==> src/rtl/wei_pkg.sv <==
package wei_pkg;
   // kind bit of the field address
   typedef enum logic {
      KIND_ONE = 1'b0,
      KIND_TWO = 1'b1
   } fault_kind_e;

   function automatic int field_index(int lane, fault_kind_e kind);
      return 2 * lane + int'(kind);
   endfunction
endpackage

==> src/rtl/wei_cfg_regs.sv <==
module wei_cfg_regs #(
   parameter int NUM_FLD = 4,
   parameter int BEATS   = 4,
   parameter int AW      = 2
) (
   input  logic                           clk,
   input  logic                           rst,
   input  logic                           cfg_we,
   input  logic [AW-1:0]                  cfg_addr,
   input  logic [BEATS-1:0]               cfg_wdata,
   output logic [BEATS-1:0]               cfg_rdata,
   output logic [NUM_FLD-1:0][BEATS-1:0]  fld_rise,
   output logic [NUM_FLD-1:0][BEATS-1:0]  fld_fall
);
   logic [NUM_FLD-1:0][BEATS-1:0] fld_q;

   for (genvar f = 0; f < NUM_FLD; f++) begin : g_fld
      logic sel;
      assign sel         = cfg_we && (cfg_addr == AW'(f));
      assign fld_rise[f] = sel ? (cfg_wdata & ~fld_q[f]) : '0;
      assign fld_fall[f] = sel ? (~cfg_wdata & fld_q[f]) : '0;

      always_ff @(posedge clk) begin
         if (rst)
            fld_q[f] <= '0;
         else if (sel)
            fld_q[f] <= cfg_wdata;
      end
   end

   always_comb begin
      cfg_rdata = '0;
      for (int f = 0; f < NUM_FLD; f++)
         if (cfg_addr == AW'(f))
            cfg_rdata = fld_q[f];
   end
endmodule

==> src/rtl/wei_beat_track.sv <==
module wei_beat_track #(
   parameter int BEATS  = 4,
   parameter int BEAT_W = $clog2(BEATS)
) (
   input  logic              clk,
   input  logic              rst,
   input  logic              beat_vld,
   input  logic              beat_first,
   output logic [BEAT_W-1:0] beat_pos
);
   logic [BEAT_W-1:0] cnt_q;

   // the marker forces position zero; otherwise the running count applies
   assign beat_pos = beat_first ? '0 : cnt_q;

   always_ff @(posedge clk) begin
      if (rst)
         cnt_q <= '0;
      else if (beat_vld)
         cnt_q <= beat_pos + BEAT_W'(1);
   end
endmodule

==> src/rtl/wei_lane.sv <==
module wei_lane #(
   parameter int DATA_W   = 64,
   parameter int BEATS    = 4,
   parameter int FLIP_BIT = 0
) (
   input  logic              clk,
   input  logic              rst,
   input  logic              in_valid,
   input  logic              in_first,
   input  logic [DATA_W-1:0] in_data,
   input  logic [BEATS-1:0]  rise_one,
   input  logic [BEATS-1:0]  fall_one,
   input  logic [BEATS-1:0]  rise_two,
   input  logic [BEATS-1:0]  fall_two,
   output logic              out_valid,
   output logic              out_first,
   output logic [DATA_W-1:0] out_data
);
   localparam int BEAT_W = $clog2(BEATS);

   logic [BEAT_W-1:0] pos;
   logic [BEATS-1:0]  arm_one, arm_two, hit_one, hit_two;
   logic [DATA_W-1:0] mask;

   wei_beat_track #(.BEATS(BEATS), .BEAT_W(BEAT_W)) u_trk (
      .clk        (clk),
      .rst        (rst),
      .beat_vld   (in_valid),
      .beat_first (in_first),
      .beat_pos   (pos)
   );

   for (genvar b = 0; b < BEATS; b++) begin : g_beat
      assign hit_one[b] = in_valid && (pos == BEAT_W'(b)) && arm_one[b];
      assign hit_two[b] = in_valid && (pos == BEAT_W'(b)) && arm_two[b];

      // arm on a 0->1 write, disarm on a 1->0 write or when used
      always_ff @(posedge clk) begin
         if (rst) begin
            arm_one[b] <= 1'b0;
            arm_two[b] <= 1'b0;
         end else begin
            if (rise_one[b])
               arm_one[b] <= 1'b1;
            else if (fall_one[b] || hit_one[b])
               arm_one[b] <= 1'b0;
            if (rise_two[b])
               arm_two[b] <= 1'b1;
            else if (fall_two[b] || hit_two[b])
               arm_two[b] <= 1'b0;
         end
      end
   end

   // double-bit request wins over single-bit on the same beat
   always_comb begin
      mask = '0;
      if (|hit_two)
         mask[FLIP_BIT+1 -: 2] = 2'b11;
      else if (|hit_one)
         mask[FLIP_BIT] = 1'b1;
   end

   always_ff @(posedge clk) begin
      if (rst) begin
         out_valid <= 1'b0;
         out_first <= 1'b0;
         out_data  <= '0;
      end else begin
         out_valid <= in_valid;
         out_first <= in_first;
         out_data  <= in_data ^ mask;
      end
   end
endmodule

==> src/rtl/wr_ecc_fault_inject.sv <==
module wr_ecc_fault_inject
   import wei_pkg::*;
#(
   parameter int  DATA_W   = 64,
   parameter int  BEATS    = 4,
   parameter int  NUM_PC   = 2,
   parameter int  FLIP_BIT = 0,
   localparam int NUM_FLD  = 2 * NUM_PC,
   localparam int CFG_AW   = $clog2(NUM_FLD)
) (
   input  logic                     clk,
   input  logic                     rst,
   input  logic                     cfg_we,
   input  logic [CFG_AW-1:0]        cfg_addr,
   input  logic [BEATS-1:0]         cfg_wdata,
   output logic [BEATS-1:0]         cfg_rdata,
   input  logic [NUM_PC-1:0]        in_valid,
   input  logic [NUM_PC-1:0]        in_first,
   input  logic [NUM_PC*DATA_W-1:0] in_data,
   output logic [NUM_PC-1:0]        out_valid,
   output logic [NUM_PC-1:0]        out_first,
   output logic [NUM_PC*DATA_W-1:0] out_data
);
   // elaboration-time parameter checks
   if (BEATS < 2 || (BEATS & (BEATS - 1)) != 0) begin : g_bad_beats
      $error("BEATS must be a power of two of at least 2");
   end
   if (NUM_PC < 1) begin : g_bad_pc
      $error("NUM_PC must be at least 1");
   end
   if (FLIP_BIT < 0 || FLIP_BIT + 1 >= DATA_W) begin : g_bad_flip
      $error("FLIP_BIT and FLIP_BIT+1 must lie inside the data word");
   end

   logic [NUM_FLD-1:0][BEATS-1:0] fld_rise, fld_fall;

   wei_cfg_regs #(.NUM_FLD(NUM_FLD), .BEATS(BEATS), .AW(CFG_AW)) u_regs (
      .clk       (clk),
      .rst       (rst),
      .cfg_we    (cfg_we),
      .cfg_addr  (cfg_addr),
      .cfg_wdata (cfg_wdata),
      .cfg_rdata (cfg_rdata),
      .fld_rise  (fld_rise),
      .fld_fall  (fld_fall)
   );

   for (genvar p = 0; p < NUM_PC; p++) begin : g_lane
      localparam int F1 = field_index(p, KIND_ONE);
      localparam int F2 = field_index(p, KIND_TWO);

      wei_lane #(.DATA_W(DATA_W), .BEATS(BEATS), .FLIP_BIT(FLIP_BIT)) u_lane (
         .clk       (clk),
         .rst       (rst),
         .in_valid  (in_valid[p]),
         .in_first  (in_first[p]),
         .in_data   (in_data[p*DATA_W +: DATA_W]),
         .rise_one  (fld_rise[F1]),
         .fall_one  (fld_fall[F1]),
         .rise_two  (fld_rise[F2]),
         .fall_two  (fld_fall[F2]),
         .out_valid (out_valid[p]),
         .out_first (out_first[p]),
         .out_data  (out_data[p*DATA_W +: DATA_W])
      );
   end
endmodule

==> config.mk <==
export PLATFORM = sky130hd
export DESIGN_NAME = wr_ecc_fault_inject
export DESIGN_NICKNAME = d
export VERILOG_FILES = /design/src/rtl/wei_pkg.sv /design/src/rtl/wei_cfg_regs.sv /design/src/rtl/wei_beat_track.sv /design/src/rtl/wei_lane.sv /design/src/rtl/wr_ecc_fault_inject.sv
export SDC_FILE = /design/constraint.sdc
export NUM_CORES = 1
export LEC_CHECK = 0
export ABC_AREA = 1
export BUFFER_PORTS_ARGS = -buffer_cell sky130_fd_sc_hd__buf_4
export CAP_MARGIN = 10
export CORE_MARGIN = 1
export CORE_UTILIZATION = 41
export CTS_CLUSTER_SIZE = 14
export DETAILED_ROUTE_END_ITERATION = 8
export PLACE_DENSITY = 0.75
export SETUP_SLACK_MARGIN = 0.1
export SKIP_CTS_REPAIR_TIMING = 1
export SLEW_MARGIN = 10
export SYNTH_ARGS = -nofsm -noshare
export SYNTH_HDL_FRONTEND = slang
export SYNTH_SLANG_ARGS = --single-unit
==> constraint.sdc <==
create_clock -name clk -period 1.4 [get_ports clk]
set_clock_uncertainty 0.2 [all_clocks]
set_input_delay 0.21 -clock clk [delete_from_list [all_inputs] [get_ports clk]]
set_output_delay 0.21 -clock clk [all_outputs]
set_load 0.03 [all_outputs]
# == Word-level counts from Yosys, hierarchy flattened ==
# Index checks and enable logic that the tools add are counted.
# classes
add_sub_neg,2
mux,52
bitwise,15
reduce_logical,67
eq_ne,9
# op_table
cell,count
XOR 64 x 2 -> 64 bit,2
2-to-1 mux 4 bit,12
2-to-1 mux 1 bit,38
AND 4 bit,8
nonzero test 2 bit,16
logical AND 1 bit,28
NOT 4 bit,5
logical OR 1 bit,16
OR reduction 4 bit,4
== test 2 bit (second input constant),6
== test 2 x 1 -> 1 bit (second input constant),3
logical NOT 2 bit,3
adder 2 x 1 -> 2 bit (second input constant),2
2-to-1 mux 2 bit,2
# totals
register_bits,168
out_inout_bits,136
word_cells,173

# == Logic depth before layout (Yosys ltp) ==
# depth
ltp_word,8
ltp_mapped,11
depth_no_buf,11

# == By module ==
# A second synthesis with hierarchy kept.
# unflattened
hier_cells,707
hier_area_um2,5773.0
# modules_own_cells
module,area_per_inst_um2,instances,cells_each,seq_area_each_um2
wei_lane,2342.2,2,267,1481.4
wei_cfg_regs,885.8,1,139,320.3
wei_beat_track,101.3,2,17,40.0

# == Least setup slack after synthesis ==
# OpenSTA, ideal clock, no wires.
# synth_timing
path_type,flip-flop to output port
start,register u_regs.fld_q[15] (netlist name)
end,output cfg_rdata[3]
arrival_ns,0.934
stages_incl_launch_ff,3
path_slack_ns,0.056
path_cell_list,dfxtp_1 -> inv_1 -> o2111ai_1
# synth_between
elab_chain_len,1
# synth_rtl
element,line,rtl
"start, declared",wei_cfg_regs.sv:15,logic [NUM_FLD-1:0][BEATS-1:0] fld_q;
"start signal, assigned by index",wei_cfg_regs.sv:27,fld_q[f] <= cfg_wdata;
2-to-1 mux 4 bit,wei_cfg_regs.sv:34,if (cfg_addr == AW'(f))
"end, declared",wr_ecc_fault_inject.sv:16,"output logic [BEATS-1:0] cfg_rdata,"
# Every way passes these cells.

# == Worst setup path in the final report ==
# layout_timing
start,register u_regs.fld_q[13] (netlist name)
end,output cfg_rdata[1]
# The elaborated chain is that of the path after synthesis.

==> flow_summary.json <==
{
  "track_usage_pct": 20.9,
  "grt_pass1_vias": 4854,
  "hold-worst-slack_ns": 0.00736,
  "clockBufferDepth": 2,
  "path_class": "reg -> out",
  "post_synth_num_cell_types": 26,
  "comb_power_share_pct": 17.7,
  "dp_hpwl_um": 10600,
  "multiInputGateArea_um2": 1640,
  "hold_violations": 0,
  "antenna_found_initial": 1,
  "wl_per_cell_um": 16.0,
  "first_pass_iters": 5,
  "slew_headroom_pct": 67.6,
  "die_area_um2": 14000,
  "grt_pass1_wl_um": 22700,
  "swShare_pct": 26.6,
  "drt_wl_total_um": 20900,
  "stdcell_area_um2": 10700,
  "rows": 42,
  "ys_top_cells_by_area": "dfxtp_1 61%, inv_1 10%, nor2_1 9.9%",
  "numPortBuffers": 276,
  "p_switching_mw": 3.13,
  "setup_violations": 6,
  "worst-slew-pin-transition_ns": 0.485,
  "route.detailed.drc": 0,
  "setup_slack_ns": -0.177,
  "syn_to_final_growth_pct": 94.3,
  "clkLatencyLatePin_ns": 0.42,
  "internal_power_mw": 8.65,
  "synth.ff_latch_count": 168,
  "path_clk_slew_ns": 0.06,
  "placed_cells": 1129,
  "violations": "negative setup slack",
  "drtIter0Drc": 280,
  "synth_cells": 683,
  "final_common_cell": "buf_4",
  "synth_warnings": 0,
  "cap_violations": 0,
  "finalPower_mw": 11.8,
  "avgSynthCellArea_um2": 8.09,
  "overflow": 0,
  "place_area_um2": 7900,
  "synth_area_um2": 5530,
  "status": "finished, violations left",
  "cpPeakStageDelay_ns": 0.35,
  "grt_max_degree": 51,
  "fin_crit_sh_pct": 113,
  "vias": 6006,
  "drive_above_1_share_pct": 46.9,
  "fillers": 735,
  "ys_seq_area_share_pct": 60.8,
  "stdcell_count": 1306,
  "regArea_um2": 3560,
  "crit_chain": "inv_2 -> o2111ai_2 -> buf_6",
  "p_clk_share_pct": 38.1,
  "synth_top_area_share_pct": 60.8,
  "rsz0062_at_grt": "yes",
  "top_layer": "met4",
  "met2_length_um": 11500,
  "start_util_pct": 41.9,
  "die_w_um": 118,
  "antenna_left": 0,
  "max-vdd-ir-drop_mv": 0.971,
  "worst-path-stages": 3,
  "pre_cts_ws_ns": -0.0605,
  "critPathSlowestCell": "dfxtp_2",
  "io-pin-count": 277,
  "wl_met1_um": 6980,
  "clock_sinks": 168,
  "core-area_um2": 13200,
  "numCtsBuffers": 17,
  "period_needed_ns": 1.58,
  "layout_common_cells": "162 x buf_4, 149 x dfxtp_2, 145 x inv_1",
  "crit_buf_inv": 2,
  "dr_wl_met3_um": 1660,
  "end_kind": "output port",
  "cp_max_fo": 3,
  "htree_levels": 4,
  "cts_tree": "built",
  "slew_violations": 0,
  "worstHoldPathType": "in -> reg",
  "synth_fp_nets": 824,
  "rr_worst_depth": 7,
  "chipHeight_um": 118,
  "p_per_area_nw_per_um2": 1100,
  "start_kind": "register",
  "crit_family": "flip-flops",
  "holdPathStages": 4,
  "gp_congestion": 0.838,
  "crit_arrival_ns": 1.17,
  "via_per_inst": 4.60,
  "leakage_nw": 5.32,
  "critPathRequiredTime_ns": 0.99,
  "max_freq_ghz": 0.634,
  "yosys.area.top_type": "dfxtp_1",
  "nets": 1257,
  "seq_power_share_pct": 44.2,
  "cts_root_buffer": "clkbuf_16"
}
cells in the mapped netlist:
cell type	count
nand2_1	74
dfxtp_1	168
a31oi_1	2
buf_1	3
nor2_2	2
nor2_4	2
or2_1	1
clkinv_2	1
inv_4	1
buf_2	2
a211oi_1	1
o21ai_0	4
nor2_1	146
nand4_1	7
inv_1	150
o2111ai_1	3
a21oi_1	35
clkbuf_1	15
nor3_1	3
nand2_2	2
or2_0	10
nand3_1	42
buf_4	4
o21bai_1	1
nand2_4	1
inv_2	3
kinds of logic after synthesis:
| logic type | Yosys count | share of synthesized area, % |
|---|---|---|
| DFF | 168 | 60.8 |
| buffers and inverters | 179 | 12.5 |
| and+or+nand+nor | 290 | 22.1 |
| AOI/OAI and AO/OA | 46 | 4.50 |
stage by stage:
stage               setup TNS, ns  utilization, %
floorplan                       0               -
global placement          -0.0739            59.9
detailed placement         -0.387            59.9
CTS                         -1.14            64.2
global route               -0.987            81.4
finish                     -0.687            81.4
final timing paths:
check	start	to	slack (ns)
worst max-delay path	u_regs.fld_q[13]	cfg_rdata[1]	-0.18
worst min-delay path	in_valid[1]	g_lane[1].u_lane.arm_one[0]	0.007
worst max register to register	g_lane[1].u_lane.u_trk.cnt_q[1]	g_lane[1].u_lane.out_data[0]	0.05
worst min register to register	g_lane[0].u_lane.arm_one[3]	g_lane[0].u_lane.arm_one[3]	0.28
sequential cells by signal (all words and copies together) (netlist names):
| signal | count |
|---|---|
| g_lane.u_lane.arm_one | 8 |
| g_lane.u_lane.arm_two | 8 |
| g_lane.u_lane.out_data | 128 |
| g_lane.u_lane.out_first | 2 |
| g_lane.u_lane.out_valid | 2 |
| g_lane.u_lane.u_trk.cnt_q | 4 |
| u_regs.fld_q | 16 |
final cells by class:
cell class              count  area share, %
clock buffers              20           4.25
flip-flops and latches    168           33.1
multi-input cells         336           15.2
well taps                 176           2.05
diodes                      1         0.0233
inverters                 155           5.45
repair buffers            438           38.9
clock inverters            12          0.944
worst reg2reg max path, delay by kind of cell (launching register included):
kind             cells  cell delay, ns
AND/OR/NAND/NOR      6            0.56
flip-flops           1            0.37
AO/OA/AOI/OAI        1            0.12
routing by layer:
metal,vias up,GRT usage [%]
met3,62,9.54
li1,2881,-
met5,-,0
met2,240,36.1
met1,2823,21.8
met4,0,9.05
power by group through the flow:
| stage | logic [mW] | registers [mW] | clock network, mW |
|---|---|---|---|
| after floorplan | 0.361 | 5.60 | 0 |
| after global placement | 1.50 | 5.20 | 0 |
| after detailed placement | 1.52 | 5.21 | 0 |
| after CTS | 1.52 | 5.11 | 4.50 |
| after global routing | 2.20 | 5.23 | 4.79 |
| final | 2.09 | 5.21 | 4.48 |
Note: power is estimated with default switching activity, not from simulation.
